==> config.mk <==
export PLATFORM = sky130hd
export DESIGN_NAME = prc_top
export DESIGN_NICKNAME = d
export VERILOG_FILES = /design/src/rtl/prc_pkg.sv /design/src/rtl/prc_range_regs.sv /design/src/rtl/prc_range_match.sv /design/src/rtl/prc_decide.sv /design/src/rtl/prc_top.sv
export SDC_FILE = /design/constraint.sdc
export NUM_CORES = 1
export LEC_CHECK = 0
export BUFFER_PORTS_ARGS = -buffer_cell sky130_fd_sc_hd__clkbuf_2
export CAP_MARGIN = 20
export CORE_UTILIZATION = 63
export CTS_BUF_LIST = sky130_fd_sc_hd__clkbuf_2
export DETAILED_ROUTE_END_ITERATION = 16
export PLACE_DENSITY = 0.84
export SYNTH_ARGS = -nofsm -noshare
export SYNTH_HDL_FRONTEND = slang
export SYNTH_HIERARCHICAL = 1
export SYNTH_SLANG_ARGS = --single-unit
==> constraint.sdc <==
create_clock -name clk -period 7.5 [get_ports clk]
set_clock_uncertainty 0.2 [all_clocks]
set_input_delay 1.875 -clock clk [delete_from_list [all_inputs] [get_ports clk]]
set_output_delay 1.875 -clock clk [all_outputs]
set_load 0.02 [all_outputs]
==> src/rtl/prc_pkg.sv <==
package prc_pkg;
    localparam int PAGE_SHIFT = 12;
    localparam int PG_W       = 14;
    localparam int ADDR_W     = PG_W + PAGE_SHIFT;
    localparam int WORD_W     = 32;
    localparam int LIMIT_LSB  = 16;
    localparam int RD_EN_BIT  = 15;
    localparam int WR_EN_BIT  = 31;

    typedef logic [PG_W-1:0] page_t;
    typedef logic [PG_W:0]   page_x_t;   // carries the overflow of the end address

    typedef struct packed {
        logic  wr_en;
        page_t last;
        logic  rd_en;
        page_t first;
    } range_t;

    localparam int RANGE_W = $bits(range_t);

    function automatic range_t word_to_range(input logic [WORD_W-1:0] w);
        range_t r;
        r.first = w[PG_W-1:0];
        r.rd_en = w[RD_EN_BIT];
        r.last  = w[LIMIT_LSB+PG_W-1:LIMIT_LSB];
        r.wr_en = w[WR_EN_BIT];
        return r;
    endfunction

    function automatic logic [WORD_W-1:0] range_to_word(input range_t r);
        logic [WORD_W-1:0] w;
        w = '0;
        w[PG_W-1:0]                 = r.first;
        w[RD_EN_BIT]                = r.rd_en;
        w[LIMIT_LSB+PG_W-1:LIMIT_LSB] = r.last;
        w[WR_EN_BIT]                = r.wr_en;
        return w;
    endfunction

    // True when the page span [lo, hi] shares at least one page with the entry window.
    function automatic logic span_overlaps(input range_t r, input page_t lo, input page_x_t hi);
        return (r.first <= r.last) && (lo <= r.last) && (hi >= {1'b0, r.first});
    endfunction
endpackage

==> src/rtl/prc_range_regs.sv <==
module prc_range_regs
    import prc_pkg::*;
#(
    parameter int NUM_RANGES = 5,
    parameter int IDX_W      = 3
) (
    input  logic                         clk,
    input  logic                         rst,
    input  logic                         cfg_we,
    input  logic [IDX_W-1:0]             cfg_idx,
    input  logic [WORD_W-1:0]            cfg_wdata,
    input  logic                         lock_in,
    output logic [WORD_W-1:0]            cfg_rdata,
    output logic                         lock_state,
    output range_t [NUM_RANGES-1:0]      ranges
);
    logic   lock_q;
    logic   write_ok;
    range_t store [NUM_RANGES];

    assign write_ok   = cfg_we && !lock_q && !lock_in;
    assign lock_state = lock_q;

    always_ff @(posedge clk) begin
        if (rst) lock_q <= 1'b0;
        else     lock_q <= lock_q | lock_in;
    end

    for (genvar g = 0; g < NUM_RANGES; g++) begin : g_entry
        always_ff @(posedge clk) begin
            if (rst)
                store[g] <= '0;
            else if (write_ok && (cfg_idx == IDX_W'(g)))
                store[g] <= word_to_range(cfg_wdata);
        end
        assign ranges[g] = store[g];
    end

    always_comb begin
        cfg_rdata = '0;
        for (int i = 0; i < NUM_RANGES; i++) begin
            if (cfg_idx == IDX_W'(i)) cfg_rdata = range_to_word(store[i]);
        end
    end
endmodule

==> src/rtl/prc_range_match.sv <==
module prc_range_match
    import prc_pkg::*;
#(
    parameter int NUM_RANGES = 5,
    parameter int LEN_W      = 6
) (
    input  range_t [NUM_RANGES-1:0] ranges,
    input  logic [ADDR_W-1:0]       req_addr,
    input  logic [LEN_W-1:0]        req_len_m1,
    input  logic                    req_write,
    output logic                    deny
);
    logic [ADDR_W:0]         end_addr;
    page_t                   lo_page;
    page_x_t                 hi_page;
    logic [NUM_RANGES-1:0]   rd_hit;
    logic [NUM_RANGES-1:0]   wr_hit;

    assign end_addr = {1'b0, req_addr} + {{(ADDR_W+1-LEN_W){1'b0}}, req_len_m1};
    assign lo_page  = req_addr[ADDR_W-1:PAGE_SHIFT];
    assign hi_page  = end_addr[ADDR_W:PAGE_SHIFT];

    for (genvar g = 0; g < NUM_RANGES; g++) begin : g_cmp
        logic hit;
        assign hit       = span_overlaps(ranges[g], lo_page, hi_page);
        assign rd_hit[g] = hit && ranges[g].rd_en;
        assign wr_hit[g] = hit && ranges[g].wr_en;
    end

    assign deny = req_write ? (|wr_hit) : (|rd_hit);
endmodule

==> src/rtl/prc_decide.sv <==
module prc_decide (
    input  logic clk,
    input  logic rst,
    input  logic req_valid,
    input  logic deny,
    input  logic err_clr,
    output logic resp_valid,
    output logic resp_allow,
    output logic acc_err
);
    always_ff @(posedge clk) begin
        if (rst) begin
            resp_valid <= 1'b0;
            resp_allow <= 1'b0;
            acc_err    <= 1'b0;
        end else begin
            resp_valid <= req_valid;
            resp_allow <= req_valid && !deny;
            acc_err    <= (req_valid && deny) || (acc_err && !err_clr);
        end
    end
endmodule

==> src/rtl/prc_top.sv <==
module prc_top
    import prc_pkg::*;
#(
    parameter int NUM_RANGES = 5,
    parameter int LEN_W      = 6,
    localparam int IDX_W     = 3
) (
    input  logic                 clk,
    input  logic                 rst,
    input  logic                 cfg_we,
    input  logic [IDX_W-1:0]     cfg_idx,
    input  logic [WORD_W-1:0]    cfg_wdata,
    output logic [WORD_W-1:0]    cfg_rdata,
    input  logic                 lock_in,
    input  logic                 req_valid,
    input  logic [ADDR_W-1:0]    req_addr,
    input  logic [LEN_W-1:0]     req_len_m1,
    input  logic                 req_write,
    input  logic                 err_clr,
    output logic                 resp_valid,
    output logic                 resp_allow,
    output logic                 acc_err
);
    range_t [NUM_RANGES-1:0] ranges;
    logic                    lock_state;
    logic                    deny;

    prc_range_regs #(.NUM_RANGES(NUM_RANGES), .IDX_W(IDX_W)) u_regs (
        .clk        (clk),
        .rst        (rst),
        .cfg_we     (cfg_we),
        .cfg_idx    (cfg_idx),
        .cfg_wdata  (cfg_wdata),
        .lock_in    (lock_in),
        .cfg_rdata  (cfg_rdata),
        .lock_state (lock_state),
        .ranges     (ranges)
    );

    prc_range_match #(.NUM_RANGES(NUM_RANGES), .LEN_W(LEN_W)) u_match (
        .ranges     (ranges),
        .req_addr   (req_addr),
        .req_len_m1 (req_len_m1),
        .req_write  (req_write),
        .deny       (deny)
    );

    prc_decide u_decide (
        .clk        (clk),
        .rst        (rst),
        .req_valid  (req_valid),
        .deny       (deny),
        .err_clr    (err_clr),
        .resp_valid (resp_valid),
        .resp_allow (resp_allow),
        .acc_err    (acc_err)
    );
endmodule

==> impl_results.md, run 1 <==
- WP buf/inv: 2
- Hold buffer count at cts: 0
- Hold path start: u_decide/acc_err
- H-Tree Level Count: 4
- First-pass GRT wire length: approximately 56000 microns
- RSZ-0062 raised after global routing: false
- Clk Latency, worst-skew pair: approximately 0.75 ns
- Layout area overhead: 8.14%
- Fraction of registers with async set or reset after synthesis: 0
- Final setup viols: 0
- Initial drt markers: 1388
- CTS tree: yes
- Most common cell on crit path: clkbuf_2
- Mapped Area: 12500 sq um
- GRT Total Usage: 0.388
- Final hold slack: between 0.2 and 0.3 ns
- Drt wl/cell: 24.5 microns
- CORE AREA: 19500 sq um
- Ratio of cells with drive above 1 in the final layout: 0.174
- Die height: 143 microns
- Die ar.: 20400 sq um
- CTS root buf: clkbuf_2
- Sequential area share after synthesis: 0.367
- GP Congestion: 1.03
- Worst-Margin Slew: 1.09 ns
- Fmax: between 150 and 200 MHz
- TNS Setup: 0 ns
- Final layout net count: 1599
- Antenna violations before repair: 2
- Reg2Reg Setup Slack: roughly 3.7 ns
- Gate Count Post-Synth: 1216
- Crit-path cells: clkbuf_2 -> or2b_4 -> nor2_1 -> a221o_1 -> clkbuf_2
- WHS Path Cells: 2
- Final Cycle Share: 0.800
- Multi-input logic area: 7140 sq um
- Crit Path Class: primary input to primary output
- Top_reg_cell synth: edfxtp_1
- Maximum VDD drop: 0.128 mV
- Storage cell area: 4580 sq um
- Startpoint types: primary input
- Status: finished, final reports clean
- CTS Buffer Depth: 2
- Syn. warnings: 6
- Routed via count: 10500
- Post-CTS resize count: 0
- Worst min-delay path class: flip-flop to flip-flop
- Fill count: 1477
- RR Endpoint: u_decide/acc_err
- Critical Path RT: approximately 5.4 ns
- # clock sinks: 154
- Via density per instance: 6.59
- # DRC: 0
- CP max stage delay: 0.77 ns
- Final core utilization: 0.693
- Vias in the first global route: about 9800
- Detail Placement HPWL: 29100 microns
- Chip width: 143 microns
- Initial Util: 0.641
- Final Max Slew Viols: 0
- EDFF count, synth: 150
- Hold Path Sink: u_decide/acc_err
- CTS buffer count: 17
- Rel. slew slack: 0.274
- Total routed wirelength: between 30000 and 40000 microns
- IO Pins: 109
- Final Hold Vio Count: 0
- Worst r2r path cells: 10
- Pre-antenna DRT Iters: 6
- Synthesis-stage register bit count: 154
- Post-CTS setup buffer count: 0
- Post-route ant nets: 0
- Syn_area_per_cell: 10.3 sq um
- Total congestion overflow: 0
- Worst Setup End Kind: primary output
- Delay-heaviest family, CP: buffers and inverters
- CP Data Arrival Time: 3.92 ns
- Worst path slowest cell: clkbuf_2
- Clock transition at path regs: 0.25 ns
- Critical path fanouts, max: 32
- Count of buffers from port buffering: 104
- Yosys cell types: 68
- Total of max-cap violations: 0
- Reg2reg start: u_regs/store[3][3]
- Power per standard cell area: ~140 nW/um^2
- Fin crit period: 6.00 ns
- Largest net degree at the start of global routing: 64
- Rows: 51
- Leak: about 6.3 nW
## per-layer routing
layer | global-route usage | vias to the layer above | part of all wire
li1 | - | 4705 | -
met1 | 0.508 | 4966 | 0.39
met2 | 0.618 | 715 | 0.46
met3 | 0.0805 | 103 | 0.11
met4 | 0.179 | 0 | 0.038
met5 | 0 | - | 0
## tightest hold or removal path, cell delays in order (launching register included)
cell	delay, ns
dfxtp_1	0.37
nand2b_1	0.06
a21oi_1	0.05
## worst max-delay path by stage
stage / start / to / slack, ns / depth (start not counted)
floorplan: req_addr[5] / u_decide/acc_err / 1.62 / 19
global placement: req_addr[5] / u_decide/acc_err / 0.87 / 20
detailed placement: req_addr[5] / u_decide/acc_err / 0.81 / 20
CTS: cfg_idx[2] / cfg_rdata[8] / 1.59 / 5
global route: req_addr[5] / u_decide/acc_err / 1.35 / 20
finish: cfg_idx[2] / cfg_rdata[25] / 1.50 / 5
## cell families (layout without fill, tap and decap cells)
family,Yosys count,count (layout),synth area share
AO/OA/AOI/OAI,210,210,0.120
XOR/XNOR,14,14,0.00983
adder cells (fa/ha/maj),215,215,0.216
buffers and inverters,196,302,0.0618
flip-flops,154,154,0.367
multiplexers,60,60,0.0511
other,1,5,0.000301
AND/OR/NAND/NOR,366,366,0.173
## registers in the layout (all words and copies together), names as in the netlist
register and flops:
u_decide/acc_err 1, u_decide/resp_allow 1, u_regs/store 150, u_regs/lock_state 1
u_decide/resp_valid 1
## where the power goes
| group | internal (mW) | leakage (nW) | switching [mW] |
|---|---|---|---|
| logic | 0.165 | 4.54 | 0.278 |
| clock network | 0.161 | 0.147 | 0.335 |
| registers | 0.977 | 1.60 | 0.0329 |
| total | 1.30 | 6.29 | 0.646 |
## through the flow
| step | instance area (sq um) | worst slack (ns) | cells | total power, mW |
|---|---|---|---|---|
| final | 13500 | 1.50 | 1591 | 1.95 |
| after global routing | 13500 | 1.35 | 1589 | 2.02 |
| after CTS | 13500 | 1.59 | 1588 | 1.94 |
| after detailed placement | 13200 | 0.815 | 1556 | 1.46 |
| after global placement | 13200 | 0.868 | 1556 | 1.44 |
| after floorplan | 12500 | 1.62 | 1217 | 1.29 |
## layout by cell type (no fill, tap or decap), drive strengths merged, types with 17 or more instances in the layout
| master | netlist | final |
|---|---|---|
| nand2 | 33 | 33 |
| a21oi | 55 | 55 |
| and3 | 68 | 68 |
| ha | 215 | 215 |
| mux2i | 30 | 30 |
| a21o | 20 | 20 |
| mux2 | 30 | 30 |
| clkbuf | 27 | 121 |
| a221o | 32 | 32 |
| edfxtp | 150 | 150 |
| inv | 156 | 163 |
| nor3 | 17 | 17 |
| nor2 | 53 | 53 |
| nand4 | 37 | 37 |
| o21ai | 32 | 32 |
| and2 | 92 | 92 |
| nand3 | 27 | 27 |
## cell usage after synthesis (all sizes together) (7+ instances only)
master  number  area share
o21ai       32       0.013
nand2       33      0.0099
a221o       32       0.026
and3        68       0.034
clkbuf      27      0.0090
mux2        30       0.027
a211oi      16      0.0096
a21o        20       0.012
edfxtp     150        0.36
ha         215        0.22
a21oi       55       0.022
nand3       27       0.011
nand4       37       0.019
inv        156       0.047
xnor2       10      0.0070
o211ai       7      0.0042
a211o        7      0.0056
mux2i       30       0.024
buf         13      0.0058
nor3        17      0.0077
o21a         7      0.0042
nor2b       10      0.0062
and2        92       0.049
nor2        53       0.016
## cell type report
| class | count | share of cell area |
|---|---|---|
| well taps | 265 | 0.0246 |
| flip-flops and latches | 154 | 0.340 |
| diodes | 3 | 0.000556 |
| multi-input cells | 867 | 0.529 |
| clock buffers | 17 | 0.00631 |
| repair buffers | 114 | 0.0441 |
| inverters | 156 | 0.0434 |
| clock inverters | 15 | 0.0121 |
(Power assumes the default switching activity.)
==> run 2: changes to the inputs <==
--- a/config.mk
+++ b/config.mk
@@ -7,10 +7,10 @@
 export LEC_CHECK = 0
 export BUFFER_PORTS_ARGS = -buffer_cell sky130_fd_sc_hd__clkbuf_2
 export CAP_MARGIN = 20
-export CORE_UTILIZATION = 63
+export CORE_UTILIZATION = 57
 export CTS_BUF_LIST = sky130_fd_sc_hd__clkbuf_2
 export DETAILED_ROUTE_END_ITERATION = 16
-export PLACE_DENSITY = 0.84
+export PLACE_DENSITY = 0.8
 export SYNTH_ARGS = -nofsm -noshare
 export SYNTH_HDL_FRONTEND = slang
 export SYNTH_HIERARCHICAL = 1
==> constraint.sdc (replaced) <==
create_clock -name clk -period 5.5 [get_ports clk]
set_clock_uncertainty 0.2 [all_clocks]
set_input_delay 1.375 -clock clk [delete_from_list [all_inputs] [get_ports clk]]
set_output_delay 1.375 -clock clk [all_outputs]
set_load 0.02 [all_outputs]
==> run 2 against run 1 <==
Against the previous run:
- sequential power up 37%
- wire length grew 3.6%
- total power rose by 35%
- global-route usage down 2.1 points
- design area is 2.4% higher
- critical endpoint is now u_decide/acc_err
- largest cell class unchanged
==> impl_results.md, run 2 (synthesis results as in run 1) <==
- Worst min-delay path class: flip-flop to flip-flop
- # DRC: 0 (unchanged)
- Power after layout: 2.63 mW (+35%)
- Layout area overhead: 10.7%
- Commonest cells after routing, fill and taps aside: ha_1, inv_1, edfxtp_1, clkbuf_2, and3_1
- Die ar.: 22500 sq um (+10%)
- CTS Buffer Depth: 2 (unchanged)
- Total of max-cap violations: 0 (unchanged)
- Total routed wirelength: 40400 microns (+3.6%)
- Detail Placement HPWL: 30700 microns (+5.6%)
- Reg2reg start: u_regs/store[3][1]
- H-Tree Level Count: 4 (unchanged)
- Initial drt markers: 1049 (-24%)
- Crit-path cells: clkbuf_2 -> ha_1 -> nand4_1 -> a21o_1 -> a211o_4 -> nor2_2 -> and2_1 -> nand2_1 -> xnor2_1 -> ha_1 -> nand4_1 -> or4_1 -> a31oi_1 -> or4_1 -> nand4_1 -> o31ai_1 -> a2111oi_2 -> a22oi_2 -> nand2_1 -> a21oi_1
- Hold Path Sink: u_decide/acc_err
- Total congestion overflow: 0 (unchanged)
- Rows: 53 (+3.9%)
- Worst-Margin Slew: 1.10 ns (+0.0122 ns)
- Fmax: 200 MHz
- RR Endpoint: u_decide/acc_err
- Startpoint types: primary input
- Initial Util: 0.588 (-0.0531)
- Hold buffer count at cts: 0 (unchanged)
- Final Hold Vio Count: 0 (unchanged)
- Final worst setup slack: 0.497 ns (-1.00 ns)
- Clock transition at path regs: 0.25 ns (about the same)
- Final Cycle Share: 0.910
- First-pass GRT wire length: 59400 microns (+5.5%)
- Commonest non-fill, non-tap cell in the layout: ha_1
- WHS Path Cells: 2 (unchanged)
- Antenna violations before repair: 1 (-1)
- Top reg by flops: u_regs/store
- Crit Path Class: primary input to flip-flop
- Vias in the first global route: 10000 (+2.6%)
- Critical path fanouts, max: 5 (-84%)
- Final core utilization: 0.651 (-0.0425)
- Final Max Slew Viols: 0 (unchanged)
- Critical Path RT: 5.99 ns (+0.56 ns)
- # clock sinks: 154 (unchanged)
- CP max stage delay: 0.61 ns (-0.16 ns)
- GP Congestion: 0.988 (-3.7%)
- Chip width: 150 microns (+5.1%)
- Worst r2r path cells: 11 (+1)
- Fill count: 1768 (+20%)
- Power per standard cell area: 191 nW/um^2 (+32%)
- Pre-antenna DRT Iters: 6 (unchanged)
- Via density per instance: 6.36 (-3.5%)
- Ratio of cells with drive above 1 in the final layout: 0.200 (+0.0264)
- Reg2Reg Setup Slack: 1.76 ns (-1.89 ns)
- Status: finished, final reports clean
- Worst Setup End Kind: flip-flop
- Most common cell on crit path: nand4_1
- Hold path start: u_decide/acc_err
- Leak: 6.49 nW (+3.2%)
- Maximum VDD drop: 0.137 mV (+6.7%)
- GRT Total Usage: 0.368 (-0.0205)
- WP buf/inv: 1 (-1)
- Post-CTS resize count: 0 (unchanged)
- Fin crit period: 5.00 ns
- CTS tree: yes
- Final Instance Count excl. Fillers: 1644 (+3.3%)
- IO Pins: 109 (unchanged)
- Rel. slew slack: 0.265 (-0.00815)
- Drt wl/cell: 24.6 microns (+0.25%)
- Cell count after placement: 1611 (+3.5%)
- RSZ-0062 raised after global routing: false
- Clk Latency, worst-skew pair: 0.76 ns (about the same)
- Post-CTS setup buffer count: 0 (unchanged)
- Largest register FFs: 150 (unchanged)
- Worst path slowest cell: or4_1
- CTS buffer count: 17 (unchanged)
- Die height: 150 microns (+5.1%)
- Routed via count: 10500 (-0.31%)
- CTS root buf: clkbuf_2
- Delay-heaviest family, CP: simple AND/OR/NAND/NOR gates
- Count of buffers from port buffering: 104 (unchanged)
- CP Data Arrival Time: 5.49 ns (+1.57 ns)
- Final setup viols: 0 (unchanged)
- Post-route ant nets: 0 (unchanged)
- Dpl ws: -0.237 ns (-1.05 ns)
- CORE AREA: 21200 sq um (+9.0%)
- Final layout net count: 1644 (+2.8%)
- Largest net degree at the start of global routing: 64 (unchanged)
run 2: changes by cell type in the layout (fill, tap and decap cells not counted):
| cell | before | now |
|---|---|---|
| inv_6 | 5 | 3 |
| buf_12 | 0 | 1 |
| inv_8 | 2 | 1 |
| buf_4 | 10 | 54 |
| diode_2 | 3 | 1 |
| bufinv_16 | 2 | 1 |
| clkinv_2 | 2 | 5 |
| clkinv_1 | 1 | 2 |
run 2: routing by layer:
| metal | vias up | part of all wire | track usage |
|---|---|---|---|
| met2 | 615 | 0.45 | 0.573 |
| met3 | 96 | 0.11 | 0.0726 |
| li1 | 4791 | - | - |
| met1 | 4954 | 0.41 | 0.502 |
| met5 | - | 0 | 0 |
| met4 | 0 | 0.035 | 0.143 |
run 2: report_power, final:
part           switching [mW]  internal, mW  total [mW]
registers              0.0490          1.33        1.38
clock network           0.456         0.164       0.620
logic                   0.382         0.249       0.631
run 2: layout make-up:
type | instances | area, sq um | area share
diodes | 1 | 2.50 | 0.000181
clock buffers | 17 | 85.1 | 0.00616
clock inverters | 15 | 124 | 0.00897
inverters | 156 | 586 | 0.0424
multi-input cells | 867 | 7140 | 0.517
flip-flops and latches | 154 | 4580 | 0.332
well taps | 275 | 344 | 0.0249
repair buffers | 159 | 946 | 0.0685
run 2: how the worst max path moves through the flow:
stage | from | endpoint | cells past startpoint
3_5_place_dp | req_addr[2] | u_decide/acc_err | 21
5_1_grt | req_addr[2] | u_decide/acc_err | 20
6_report | req_addr[2] | u_decide/acc_err | 20
4_1_cts | req_addr[2] | u_decide/acc_err | 21
3_3_place_gp | req_addr[5] | u_decide/acc_err | 21
2_1_floorplan | req_addr[5] | u_decide/acc_err | 19
run 2: worst min-delay path, delay by kind of cell, from the launching register on:
family / cells / cell delay, ns
simple gates: 1 / 0.06
flops: 1 / 0.37
compound gates: 1 / 0.05
run 2: through the flow:
step / TNS (ns) / cell area (sq um) / hold WS (ns)
after global placement: -0.254 / 13600 / 0.255
after CTS: 0 / 13800 / 0.293
after floorplan: 0 / 12500 / 0.300
final: 0 / 13800 / 0.290
after global routing: 0 / 13800 / 0.315
after detailed placement: -0.358 / 13600 / 0.267
